`src/rtl/uart_stat_pkg.sv`:
```
package uart_stat_pkg;

    localparam int LINE_W = 5;
    localparam int STAT_W = 3 + LINE_W;

    typedef struct packed {
        logic              tx_empty;
        logic              tx_done;
        logic              rx_full;
        logic [LINE_W-1:0] line;
    } stat_byte_t;

    localparam stat_byte_t STAT_RESET = '{tx_empty: 1'b1, tx_done: 1'b1,
                                          rx_full: 1'b0, line: '0};

    typedef struct packed {
        logic set_ev;
        logic stat_rd;
        logic access;
    } flag_ctl_t;

    function automatic logic next_arm(input logic rd, input logic acc,
                                      input logic flag, input logic arm);
        if (rd)
            return flag;
        else if (acc)
            return 1'b0;
        return arm;
    endfunction

endpackage

```
`src/rtl/stat_clr_flag.sv`:
```
module stat_clr_flag
    import uart_stat_pkg::*;
#(
    parameter logic RESET_VAL = 1'b0
) (
    input  logic      clk,
    input  logic      rst,
    input  flag_ctl_t ctl,
    output logic      flag_q,
    output logic      flag_n
);
    logic arm_q;

    always_comb begin
        if (ctl.set_ev)
            flag_n = 1'b1;
        else if (ctl.access && arm_q)
            flag_n = 1'b0;
        else
            flag_n = flag_q;
    end

    always_ff @(posedge clk) begin
        if (rst) begin
            flag_q <= RESET_VAL;
            arm_q  <= 1'b0;
        end else begin
            flag_q <= flag_n;
            arm_q  <= next_arm(ctl.stat_rd, ctl.access, flag_q, arm_q);
        end
    end
endmodule

```
`src/rtl/stat_txc_track.sv`:
```
module stat_txc_track (
    input  logic clk,
    input  logic rst,
    input  logic empty_n,
    input  logic tx_queue,
    input  logic tx_busy,
    output logic done_q
);
    logic pend_q;
    logic pend_n;
    logic done_n;

    always_comb begin
        pend_n = tx_queue | (pend_q & ~tx_busy);
        done_n = empty_n & ~tx_busy & ~pend_n;
    end

    always_ff @(posedge clk) begin
        if (rst) begin
            pend_q <= 1'b0;
            done_q <= 1'b1;
        end else begin
            pend_q <= pend_n;
            done_q <= done_n;
        end
    end
endmodule

```
`src/rtl/stat_irq_gen.sv`:
```
module stat_irq_gen (
    input  logic clk,
    input  logic rst,
    input  logic empty_q,
    input  logic done_q,
    input  logic full_q,
    input  logic ie_empty,
    input  logic ie_done,
    input  logic ie_full,
    output logic irq_tx,
    output logic irq_rx
);
    always_ff @(posedge clk) begin
        if (rst) begin
            irq_tx <= 1'b0;
            irq_rx <= 1'b0;
        end else begin
            irq_tx <= (empty_q & ie_empty) | (done_q & ie_done);
            irq_rx <= full_q & ie_full;
        end
    end
endmodule

```
`src/rtl/uart_stat_flags.sv`:
```
module uart_stat_flags
    import uart_stat_pkg::*;
(
    input  logic              clk,
    input  logic              rst,
    input  logic              tx_handoff,
    input  logic              rx_load,
    input  logic              tx_queue,
    input  logic              tx_busy,
    input  logic [LINE_W-1:0] line_in,
    input  logic              stat_rd,
    input  logic              stat_wr,
    input  logic              data_rd,
    input  logic              data_wr,
    input  logic              ie_empty,
    input  logic              ie_done,
    input  logic              ie_full,
    output logic [STAT_W-1:0] status,
    output logic              irq_tx,
    output logic              irq_rx
);
    localparam int NFLAG = 2;

    flag_ctl_t         ctl     [NFLAG];
    logic [NFLAG-1:0]  flg_q;
    logic [NFLAG-1:0]  flg_n;
    logic              done_q;
    logic [LINE_W-1:0] line_q;
    stat_byte_t        sb;
    logic              wr_unused;

    assign wr_unused = stat_wr;

    assign ctl[0] = '{set_ev: tx_handoff, stat_rd: stat_rd, access: data_wr};
    assign ctl[1] = '{set_ev: rx_load,    stat_rd: stat_rd, access: data_rd};

    for (genvar i = 0; i < NFLAG; i++) begin : g_flag
        localparam logic RV = (i == 0) ? STAT_RESET.tx_empty : STAT_RESET.rx_full;
        stat_clr_flag #(.RESET_VAL(RV)) u_flag (
            .clk    (clk),
            .rst    (rst),
            .ctl    (ctl[i]),
            .flag_q (flg_q[i]),
            .flag_n (flg_n[i])
        );
    end

    stat_txc_track u_txc (
        .clk      (clk),
        .rst      (rst),
        .empty_n  (flg_n[0]),
        .tx_queue (tx_queue),
        .tx_busy  (tx_busy),
        .done_q   (done_q)
    );

    stat_irq_gen u_irq (
        .clk      (clk),
        .rst      (rst),
        .empty_q  (flg_q[0]),
        .done_q   (done_q),
        .full_q   (flg_q[1]),
        .ie_empty (ie_empty),
        .ie_done  (ie_done),
        .ie_full  (ie_full),
        .irq_tx   (irq_tx),
        .irq_rx   (irq_rx)
    );

    always_ff @(posedge clk) begin
        if (rst)
            line_q <= STAT_RESET.line;
        else
            line_q <= line_in;
    end

    always_comb begin
        sb.tx_empty = flg_q[0];
        sb.tx_done  = done_q;
        sb.rx_full  = flg_q[1];
        sb.line     = line_q;
        status      = sb;
    end
endmodule

```
`config.mk`:
```
export PLATFORM = sky130hd
export DESIGN_NAME = uart_stat_flags
export DESIGN_NICKNAME = d
export VERILOG_FILES = /design/src/rtl/uart_stat_pkg.sv /design/src/rtl/stat_clr_flag.sv /design/src/rtl/stat_txc_track.sv /design/src/rtl/stat_irq_gen.sv /design/src/rtl/uart_stat_flags.sv
export SDC_FILE = /design/constraint.sdc
export NUM_CORES = 1
export LEC_CHECK = 0
export BUFFER_PORTS_ARGS = -buffer_cell sky130_fd_sc_hd__buf_2
export CORE_AREA = 2 2 39 41
export CTS_CLUSTER_SIZE = 30
export DETAILED_ROUTE_END_ITERATION = 8
export DIE_AREA = 0 0 41 43
export SKIP_LAST_GASP = 1
export SYNTH_ARGS = -nofsm -noshare
export SYNTH_HDL_FRONTEND = slang
export SYNTH_SLANG_ARGS = --single-unit
```
`constraint.sdc`:
```
create_clock -name clk -period 1 [get_ports clk]
set_clock_uncertainty 0.1 [all_clocks]
set_input_delay 0 -clock clk [delete_from_list [all_inputs] [get_ports clk]]
set_output_delay 0 -clock clk [all_outputs]
set_load 0.03 [all_outputs]
```
======== After elaboration in Yosys (flattened, before gate mapping) ========
Index checks and enable logic that the tools add are counted.
storage, ports and cells
  flip-flop bits (word level) ............. 13
  bits of input ports ..................... 18
  output and inout bits ................... 10
  word-level logic and storage cells ...... 36
cells by class
  mux-type cells .......................... 14
  bitwise gates (word level) .............. 10
  reduce and logical (&&, ||, !) cells .... 3
operators with widths
  kind               count
  $mux 1             14
  $and 1x1->1        6
  $logic_and 1x1->1  2
  $not 1->1          2
  $or 1x1->1         2
  $reduce_bool 2->1  1

======== Depth between registers and ports, before layout ========
  word-level depth ........................ 5
  mapped depth ............................ 3
  depth with buffers taken out ............ 2

======== By module ========
A second synthesis with hierarchy kept.
unflattened totals
  cells, all modules ...................... 42
  area total of the unflattened synthesis .. 431.7 um^2
modules (own cells, without submodules)
  module                             times used  cells each  area an instance (um^2)
  uart_stat_flags                    1           11          138.9
  stat_clr_flag at g_flag[1].u_flag  1           10          85.1
  stat_clr_flag at g_flag[0].u_flag  1           8           77.6
  stat_txc_track                     1           7           71.3
  stat_irq_gen                       1           6           58.8

======== Least setup slack after synthesis ========
OpenSTA, ideal clock, no wires.
  kind .................................... register -> register
  start ................................... register, netlist name g_flag[0].u_flag.arm_q
  end ..................................... register g_flag[0].u_flag.arm_q
  arrival time ............................ 0.771 ns
  data required time ...................... 0.834 ns
  path slack .............................. 0.063 ns
  stages on the path, launching flop included .. 3
  path buffers ............................ 0
  cells stage by stage .................... dfxtp_1 > or3b_1 > a21oi_2
RTL lines
  item                  line                 text
  to (signal assigned)  stat_clr_flag.sv:29  arm_q <= next_arm(ctl.stat_rd, ctl.access, flag_q, arm_q);
  to (decl)             stat_clr_flag.sv:12  logic arm_q;

==> impl_results.html <==
<table>
<tr><th>Metric</th><th>Value</th></tr>
<tr><th colspan="2">Route</th></tr>
<tr><td>DRC violation total after the first TritonRoute iteration</td><td>2</td></tr>
<tr><td>Length of the first detailed-routing pass in iterations</td><td>2</td></tr>
<tr><td>Post-detailed-routing wire length</td><td>916 µm</td></tr>
<tr><td>Via count</td><td>422</td></tr>
<tr><td>Drt via density</td><td>4.35</td></tr>
<tr><td>Detail Route Antenna Nets</td><td>0</td></tr>
<tr><td>Average wire length per cell after detail routing</td><td>9.44 µm</td></tr>
<tr><td>Number of remaining DRC errors</td><td>0</td></tr>
<tr><th colspan="2">CTS</th></tr>
<tr><td>Number of buffers inserted during clock tree synthesis</td><td>3</td></tr>
<tr><td>Buffer depth of the longest clock path</td><td>2</td></tr>
<tr><td>CTS tree</td><td>done</td></tr>
<tr><td>Post-CTS Hold Fix Bufs</td><td>13</td></tr>
<tr><td>CTS Root Cell</td><td>sky130_fd_sc_hd__clkbuf_4</td></tr>
<tr><td>CTS HTree Levels</td><td>1</td></tr>
<tr><td>TritonCTS Sinks</td><td>13</td></tr>
<tr><td>Latest clock arrival within the worst-skew pair</td><td>270 ps</td></tr>
<tr><td>Setup Buffers After CTS</td><td>0</td></tr>
<tr><td>CTS clock-pin slew for the worst setup and hold paths</td><td>70 ps</td></tr>
<tr><th colspan="2">Setup path</th></tr>
<tr><td>R2r setup slk</td><td>30 ps</td></tr>
<tr><td>CP arrival</td><td>1080 ps</td></tr>
<tr><td>CP Data Required Time</td><td>1110 ps</td></tr>
<tr><td>Worst-path fanout max</td><td>2</td></tr>
<tr><td>Endpoint of the worst register-to-register path</td><td>g_flag[1].u_flag.arm_q</td></tr>
<tr><td>Category of the worst setup path launch point</td><td>register</td></tr>
<tr><td>WS Path Type</td><td>reg -&gt; reg</td></tr>
<tr><td>Worst reg2reg path startpoint</td><td>g_flag[1].u_flag.arm_q</td></tr>
<tr><td>Depth of the worst register-to-register path</td><td>2</td></tr>
<tr><td>Category of the worst setup path capture point</td><td>register</td></tr>
<tr><th colspan="2">Logic synthesis</th></tr>
<tr><td>Cell types with the largest area share after synthesis</td><td>sky130_fd_sc_hd__dfxtp_1 (59%), sky130_fd_sc_hd__nor2b_1 (7.1%), sky130_fd_sc_hd__buf_4 (5.1%)</td></tr>
<tr><td>Most frequently used flop master after synthesis</td><td>sky130_fd_sc_hd__dfxtp_1</td></tr>
<tr><td>Count of unique library cells instantiated by Yosys</td><td>17</td></tr>
<tr><td>Proportion of netlist area held by the largest area contributor</td><td>59.1%</td></tr>
<tr><td>Synth area leader</td><td>sky130_fd_sc_hd__dfxtp_1</td></tr>
<tr><td>Avg Cell Area, Syn</td><td>10.5 µm²</td></tr>
<tr><td>Syn Std Cell Area</td><td>440 µm²</td></tr>
<tr><td>Sequential share of the synthesized area</td><td>59.1%</td></tr>
<tr><td>Library cell with the highest instance count after synthesis</td><td>sky130_fd_sc_hd__dfxtp_1</td></tr>
<tr><td>Post-synthesis net count</td><td>60</td></tr>
<tr><td>Ranking of synthesized cells by instance count</td><td>sky130_fd_sc_hd__dfxtp_1 (13), sky130_fd_sc_hd__nor2b_1 (5), sky130_fd_sc_hd__nand2_1 (4), sky130_fd_sc_hd__buf_4 (3), sky130_fd_sc_hd__nor2_1 (3)</td></tr>
<tr><td>Seq cells post-synth</td><td>13</td></tr>
<tr><td>Warnings, synthesis</td><td>0</td></tr>
<tr><td>Mapped Cells</td><td>42</td></tr>
<tr><td>Proportion of synthesized flip-flops having asynchronous set or reset</td><td>0%</td></tr>
<tr><td>Number of flops mapped to enable cells by yosys</td><td>0</td></tr>
<tr><th colspan="2">Global routing</th></tr>
<tr><td>Antenna violations before repair</td><td>0</td></tr>
<tr><td>Overall global routing resource usage</td><td>11.9%</td></tr>
<tr><td>Largest net degree at the start of global routing</td><td>14</td></tr>
<tr><td>Number of global-route vias before repair</td><td>371</td></tr>
<tr><td>Wire length of the first global-routing pass</td><td>1330 µm</td></tr>
<tr><td>Overflow left after global routing</td><td>0</td></tr>
<tr><th colspan="2">Place</th></tr>
<tr><td>Pre-CTS WS</td><td>39.6 ps</td></tr>
<tr><td>GP Congestion</td><td>0.540</td></tr>
<tr><td>DP Area</td><td>563 µm²</td></tr>
<tr><td>Placed cell count</td><td>80</td></tr>
<tr><td>Quantity of I/O buffers inserted on ports</td><td>26</td></tr>
<tr><th colspan="2">Outcome</th></tr>
<tr><td>Result of the run</td><td>complete, but fails checks</td></tr>
<tr><td>Failing checks</td><td>negative hold slack</td></tr>
<tr><th colspan="2">Power and ir drop</th></tr>
<tr><td>Max IR drop VDD</td><td>0.977 mV</td></tr>
<tr><td>Leakage component of the power</td><td>0.357 nW</td></tr>
<tr><td>Areal power density over the cells</td><td>1440 nW/µm²</td></tr>
<tr><td>Tot Pwr</td><td>1.05 mW</td></tr>
<tr><th colspan="2">Final layout</th></tr>
<tr><td>Final cell count without fillers</td><td>97</td></tr>
<tr><td>Total area of multi-input combinational cells</td><td>155 µm²</td></tr>
<tr><td>Final non-filler cell area</td><td>733 µm²</td></tr>
<tr><td>FF/Latch Area</td><td>263 µm²</td></tr>
<tr><td>Utilization of the core after routing</td><td>53.0%</td></tr>
<tr><td>Inserted Diodes</td><td>0</td></tr>
<tr><td>Layout cell share with drive strength beyond 1</td><td>42.0%</td></tr>
<tr><td>Layout filler cell count</td><td>130</td></tr>
<tr><td>Net count of the finished layout</td><td>100</td></tr>
<tr><td>Synth-to-layout area growth</td><td>66.5%</td></tr>
<tr><th colspan="2">Job</th></tr>
<tr><td>Total of max-cap violations</td><td>0</td></tr>
<tr><th colspan="2">Timing</th></tr>
<tr><td>Finish-stage setup viols</td><td>0</td></tr>
<tr><td>Max Transition Viols Final</td><td>0</td></tr>
<tr><td>Worst slew slack as a fraction of its limit</td><td>83.9%</td></tr>
<tr><td>Portion of the clock cycle consumed by the worst path in the final layout</td><td>97.4%</td></tr>
<tr><td>Setup repair after global routing missed its margin</td><td>yes</td></tr>
<tr><td>Setup_tns</td><td>0 ps</td></tr>
<tr><td>Worst Hold Margin</td><td>-97.0 ps</td></tr>
<tr><td>Number of hold-slack violations in the final timing report</td><td>5</td></tr>
<tr><td>Post-route worst setup slack</td><td>26.1 ps</td></tr>
<tr><td>Final critical-path required period</td><td>974 ps</td></tr>
<tr><td>Pin slew with the least headroom to its limit</td><td>241 ps</td></tr>
<tr><td>Peak Freq</td><td>1030 MHz</td></tr>
<tr><th colspan="2">Min path</th></tr>
<tr><td>Hold worst-path end</td><td>g_flag[0].u_flag.arm_q</td></tr>
<tr><td>Cells on Worst Hold Path</td><td>3</td></tr>
<tr><td>Beginning of the worst hold path</td><td>data_wr</td></tr>
<tr><td>Hold/Removal Path Class</td><td>in -&gt; reg</td></tr>
<tr><th colspan="2">Floorplanning</th></tr>
<tr><td>Number of ports placed on the die boundary</td><td>28</td></tr>
<tr><td>Effective utilization at floorplan</td><td>31.8%</td></tr>
<tr><td>Die Span X</td><td>41 µm</td></tr>
<tr><td>Die H</td><td>43 µm</td></tr>
<tr><td>Area of the core region</td><td>1380 µm²</td></tr>
<tr><td>Placement row count</td><td>14</td></tr>
<tr><td>Floorplan die area</td><td>1760 µm²</td></tr>
</table>
[cells in the final DEF (no fill, tap or decap)]
cell | netlist | routed
sky130_fd_sc_hd__a21boi_0 | 1 | 1
sky130_fd_sc_hd__a2bb2oi_1 | 1 | 1
sky130_fd_sc_hd__o21ba_1 | 1 | 1
sky130_fd_sc_hd__nand2b_1 | 1 | 1
sky130_fd_sc_hd__a21bo_1 | 1 | 1
sky130_fd_sc_hd__nor2b_1 | 5 | 5
sky130_fd_sc_hd__a21oi_2 | 1 | 2
sky130_fd_sc_hd__inv_1 | 1 | 1
sky130_fd_sc_hd__nand2_1 | 4 | 4
sky130_fd_sc_hd__buf_2 | 1 | 24
sky130_fd_sc_hd__dlygate4sd3_1 | 0 | 13
sky130_fd_sc_hd__clkbuf_4 | 0 | 5
sky130_fd_sc_hd__or3b_4 | 0 | 1
sky130_fd_sc_hd__clkbuf_1 | 0 | 1
sky130_fd_sc_hd__nor2_1 | 3 | 3
sky130_fd_sc_hd__dfxtp_1 | 13 | 11
sky130_fd_sc_hd__nor3_1 | 1 | 1
sky130_fd_sc_hd__a22oi_1 | 1 | 1
sky130_fd_sc_hd__dfxtp_2 | 0 | 2
sky130_fd_sc_hd__or3b_1 | 2 | 1
sky130_fd_sc_hd__a21oi_1 | 2 | 1
[how the worst max path moves through the flow]
stage / from / end / cells after the start / slack, ps
detailed placement: g_flag[0].u_flag.arm_q / g_flag[0].u_flag.arm_q / 2 / 40
global placement: g_flag[0].u_flag.arm_q / g_flag[0].u_flag.arm_q / 2 / 50
floorplan: g_flag[0].u_flag.arm_q / g_flag[0].u_flag.arm_q / 2 / 60
CTS: g_flag[0].u_flag.arm_q / g_flag[0].u_flag.arm_q / 2 / 20
finish: g_flag[1].u_flag.arm_q / g_flag[1].u_flag.arm_q / 2 / 30
global route: g_flag[1].u_flag.arm_q / g_flag[1].u_flag.arm_q / 2 / -20
[report_power, final]
group / total, mW / internal [mW] / switching, mW
Combinational: 0.187 / 0.0964 / 0.0906
Clock: 0.309 / 0.154 / 0.154
Sequential: 0.559 / 0.548 / 0.0115
[registers in the layout, indices dropped and copies added (netlist names)]
register	flops
u_irq.irq_tx	1
u_txc.pend_q	1
line_q	5
u_txc.done_q	1
g_flag.u_flag.arm_q	2
g_flag.u_flag.flag_q	2
u_irq.irq_rx	1
[kinds of logic (layout without fill, tap and decap cells)]
| kind of cell | count (synthesis) | count (layout) | share of synthesized area (%) |
|---|---|---|---|
| compound gates | 8 | 8 | 14.2 |
| buf+inv | 5 | 44 | 7.10 |
| flops | 13 | 13 | 59.1 |
| simple gates | 16 | 16 | 19.6 |
[layout make-up]
cell class              count  share of cell area (%)
flip-flops and latches     13                    35.8
clock buffers               4                    3.58
inverters                   1                   0.512
repair buffers             39                    36.2
multi-input cells          24                    21.2
well taps                  16                    2.73
[worst max-delay path, stage by stage, from the launching register on]
cell and delay [ps]:
sky130_fd_sc_hd__dfxtp_1 320, sky130_fd_sc_hd__or3b_1 360, sky130_fd_sc_hd__a21oi_2 130
[routing by layer]
metal,vias up,part of all wire (%),global-route usage (%)
met4,0,0,2.00
met5,-,0,0
met1,184,39,9.84
met3,0,10,9.42
met2,25,51,20.9
li1,213,-,-
[what timing repair did]
action                                 in CTS  in global routing
setup endpoints to repair                   0                  4
resized for setup                           0                  6
endpoints found under the hold margin      13                  5
Power figures use the tool's default switching activity.
